<file path="config.mk">
export PLATFORM = sky130hd
export DESIGN_NAME = lock_guard
export DESIGN_NICKNAME = d
export VERILOG_FILES = /design/src/rtl/lock_guard.sv
export SDC_FILE = /design/constraint.sdc
export NUM_CORES = 1
export LEC_CHECK = 0
export ABC_CLOCK_PERIOD_IN_PS = 1050
export CAP_MARGIN = 15
export CORE_AREA = 8 8 45 47
export DETAILED_ROUTE_END_ITERATION = 7
export DIE_AREA = 0 0 53 55
export PLACE_DENSITY = 0.46
export SETUP_SLACK_MARGIN = 0.3
export SLEW_MARGIN = 20
export SYNTH_ARGS = -nofsm -noshare
export SYNTH_HDL_FRONTEND = slang
export SYNTH_SLANG_ARGS = --single-unit
</file>
<file path="constraint.sdc">
create_clock -name clk -period 1.05 [get_ports clk]
set_input_delay 0.1575 -clock clk [delete_from_list [all_inputs] [get_ports clk]]
set_output_delay 0.1575 -clock clk [all_outputs]
set_load 0.005 [all_outputs]
</file>
<file path="src/rtl/lock_guard.sv">
module lock_guard #(
  parameter int NUM_LOCKS = 3
) (
  input  logic                 clk,
  input  logic                 por_n,
  input  logic                 rst_n,
  input  logic [NUM_LOCKS-1:0] prog_lb,
  input  logic                 chip_erase,
  input  logic                 ea_pin,
  input  logic                 req_movc,
  input  logic                 req_prog,
  input  logic                 req_verify,
  input  logic                 req_ext_fetch,
  output logic                 grant_movc,
  output logic                 grant_prog,
  output logic                 grant_verify,
  output logic                 grant_ext,
  output logic                 ea_mismatch,
  output logic [NUM_LOCKS-1:0] lock_bits
);

  localparam int LW = $clog2(NUM_LOCKS + 1);

  logic [NUM_LOCKS-1:0] lb_q;
  logic                 ea_q;
  logic [LW-1:0]        level;

  always_ff @(posedge clk or negedge por_n) begin
    if (!por_n) begin
      lb_q <= '0;
      ea_q <= 1'b0;
    end else begin
      if (chip_erase) lb_q <= '0;
      else            lb_q <= lb_q | prog_lb;
      if (!rst_n) ea_q <= ea_pin;
    end
  end

  always_comb begin
    level = '0;
    for (int i = 0; i < NUM_LOCKS; i++)
      if (lb_q[i]) level = LW'(i + 1);
  end

  assign lock_bits    = lb_q;
  assign ea_mismatch  = rst_n && (level != '0) && (ea_q != ea_pin);
  assign grant_movc   = req_movc && (level == '0) && !ea_mismatch;
  assign grant_prog   = req_prog && (level == '0);
  assign grant_verify = req_verify && (level < LW'(2));
  assign grant_ext    = req_ext_fetch && (level < LW'(3)) && !ea_mismatch;

endmodule

</file>
# After elaboration in Yosys (flattened, before gate mapping)
# Cells that the tools add are included.
# op_classes
eq_ne	1
bitwise_logic	1
n_mux	4
n_lt_le_gt_ge	2
n_reduce_logical	11
# ops
op	n
logical AND 1 bit	8
< comparator 2 bit, second input constant	2
2-to-1 mux 2 bit	2
2-to-1 mux 3 bit	1
OR 3 bit	1
logical NOT 2 bit	1
nonzero test 2 bit	1
logical NOT 1 bit	1
2-to-1 mux 1 bit	1
!= test 1 bit	1
# word_totals
reg_bits	4
wordCells	21

# Logic depth before layout (Yosys ltp)
# logic_depth
word_depth	8
mapped_depth	2
mapped_depth_nobuf	2

# Worst setup path before layout
# OpenSTA, ideal clock, no wires.
# synth_timing
path_kind	register to output
start	reg ea_q
end	out grant_ext
t_arrival_ps	828
path_stages_with_launch	3
slack_ps	65
n_path_buf	0
cell_sequence	dfrtp_1 > xnor2_1 > o311a_1
# synth_between
elab_chain_len	4
# synth_rtl
item	line	source
start: declaration	25	logic ea_q;
start signal: assignment	35	if (!rst_n) ea_q <= ea_pin;
!= test 1 bit	46	assign ea_mismatch = rst_n && (level != '0) && (ea_q != ea_pin);
logical AND 1 bit	46	
logical NOT 1 bit	50	assign grant_ext = req_ext_fetch && (level < LW'(3)) && !ea_mismatch;
logical AND 1 bit	50	
end: declaration	17	output logic grant_ext,
# Every way passes these cells.

# Worst setup path after layout
# layout_timing
start	reg ea_q
end	out ea_mismatch
# layout_between
elab_chain_len	2
# layout_rtl
item	line	source
!= test 1 bit	46	
logical AND 1 bit	46	
end: declaration	18	output logic ea_mismatch,
# Every way passes these cells.

==> out/metrics.yaml <==
status: "finished with violations"
violations: "setup timing"
ioPinCount: 20
cts.clk_slew.worst_paths_ns: 0.04
antenna-diode-count: 0
cts_root_buffer: "clkbuf_4"
critPathKind: "reg2out"
fp-row-count: 14
dp_hpwl_um: 710
worstPathRequired_ns: 0.89
fin_crit_ns: 1.37
clk_latency_ns: 0.23
setup_viol: 8
track_usage_pct: 6.25
clock_path_buffers: 2
critPathLaunchType: "flop"
cts_hold_buf: 0
wire_per_inst_um: 12.7
htree_levels: 1
slew_headroom_pct: 85.8
netlist_area_um2: 194
final_hold_viol_count: 0
ys_seq_elements: 4
synth_area_leaders: "dfrtp_1 (52%), nor2_1 (14%), and2_1 (6.5%)"
timing.rr.start: "lock_bits[1]"
final_core_util_pct: 42.9
antenna_left: 0
final.setup.worst_slack_ns: -0.315
cts-buffers-inserted: 3
antenna_found_initial: 0
worstPathMaxFanout: 2
ys_warn_count: 0
reg2regPathDepth: 4
r2r_slack_ns: 0.16
yosysTopAreaCell: "dfrtp_1"
grt_pass1_wl_um: 1310
gp_congestion: 0.799
firstDrtPassIters: 2
grt_remaining_overflow: 0
finalNetCount: 70
layout-drive-gt1-share_pct: 58.9
hold_ws_ns: 0.133
worst_slew_pin_slew_ns: 0.212
ys_types: 9
avgViaCountPerCell: 3.90
grt_max_degree: 5
drc: 0
synth_top_area_share_pct: 51.6
endpoint_kind: "primary output"
dpl.cell_count: 62
dpl_worst_slack_ns: -0.664
vias: 281
ys_seq_area_share_pct: 51.6
areaGrowthSynthToFinish_pct: 206
drt-initial-drc-count: 2
max_cap_violations: 0
total_leakage_power_nw: 0.283
clock.fmax_mhz: 733
powerDensity_nw_per_um2: 985
fp.dieW_um: 53
vdd_ir_drop_max_uv: 502
dieArea_um2: 2920
rsz0062_at_grt: "yes"
start_util_pct: 14.0
fin_cells: 72
numPortBuffers: 19
timing.final.crit_share_pct: 130
startpoint: "ea_q"
core_area_um2: 1380
fin_area_um2: 593
rr_endpoint: "lock_bits[1]"
critPathCapture: "ea_mismatch"
synthCells: 21
grt_pass1_vias: 297
min_path_type: "in2async"
wirelength_um: 912
die_h_um: 55
place_area_um2: 454
cts_tree: "done"
synth_nets: 33
slew_viol_final: 0
cp.arrival_ns: 1.21
syn_avg_cell_area_um2: 9.24
fin_skew_ns: 0
clock_sinks: 4
## critical path: stages (launching register included)
cell	delay (ns)
dfrtp_1	0.39
xnor2_2	0.15
nor3_1	0.19
clkdlybuf4s15_2	0.25
## area by class of cell
class	instances	area (um2)
flip-flops and latches	4	104
multi-input cells	15	119
fillers	141	791
clock buffers	3	22.5
repair buffers	32	320
inverters	2	7.51
well taps	16	20.0
## cells by family after synthesis
kind of cell,count (synthesis),synth area share [%]
AND/OR/NAND/NOR,12,29.0
flip-flops,4,51.6
buffers and inverters,2,3.87
AO/OA/AOI/OAI,1,5.16
XOR/XNOR,1,4.52
multiplexers,1,5.81
## cell usage in the layout, fill, tap and decap left out, drive strengths merged
master / synthesis / final
dlygate4sd2: 0 / 2
clkbuf: 0 / 3
xnor2: 1 / 1
inv: 2 / 2
and2: 2 / 2
buf: 0 / 20
o311a: 1 / 1
dfrtp: 4 / 4
nor2: 7 / 7
nor3: 2 / 2
mux2: 1 / 1
clkdlybuf4s15: 0 / 1
clkdlybuf4s50: 0 / 9
nor3b: 1 / 1
## what timing repair did
item                       CTS  global route
hold endpoints to repair     0             0
pin swaps                    6             4
gates resized for setup     47             8
setup buffers                3             4
setup endpoints to repair   11            12
## Yosys cell counts
cell type  n
nor3_1     2
inv_1      2
nor2_1     7
dfrtp_1    4
nor3b_1    1
and2_1     2
o311a_1    1
xnor2_1    1
mux2_1     1
## routing by layer
metal,GRT usage [%],wire length [um],up-vias,share of wire (%)
met3,4.55,145,0,16
met4,2.59,0,0,0
met1,6.28,360,120,39
met5,0,0,-,0
met2,9.77,406,20,45
li1,-,-,141,-
## stage by stage
| step | setup TNS [ns] | power [mW] |
|---|---|---|
| after floorplan | 0 | 0.216 |
| after CTS | -1.59 | 0.563 |
| after global placement | -2.90 | 0.334 |
| after detailed placement | -3.10 | 0.339 |
| final | -1.72 | 0.584 |
| after global routing | -2.09 | 0.626 |
## flip-flops by register name, indices dropped and copies added (netlist names)
signal / count
ea_q: 1
lock_bits: 3
## report_power, final
part	internal (mW)	leakage, nW	switching (mW)
clock	0.127	0.0138	0.0570
combinational	0.150	0.224	0.0624
sequential	0.168	0.0455	0.0188
## how the worst min path moves through the flow
stage / end / slack (ns) / start
4_1_cts: lock_bits[2] / 0.13 / por_n
2_1_floorplan: ea_q / -0.14 / por_n
3_3_place_gp: lock_bits[1] / 0.37 / por_n
3_5_place_dp: lock_bits[2] / 0.38 / por_n
6_report: lock_bits[2] / 0.13 / por_n
5_1_grt: lock_bits[0] / 0.13 / por_n
Power figures use the tool's default switching activity.
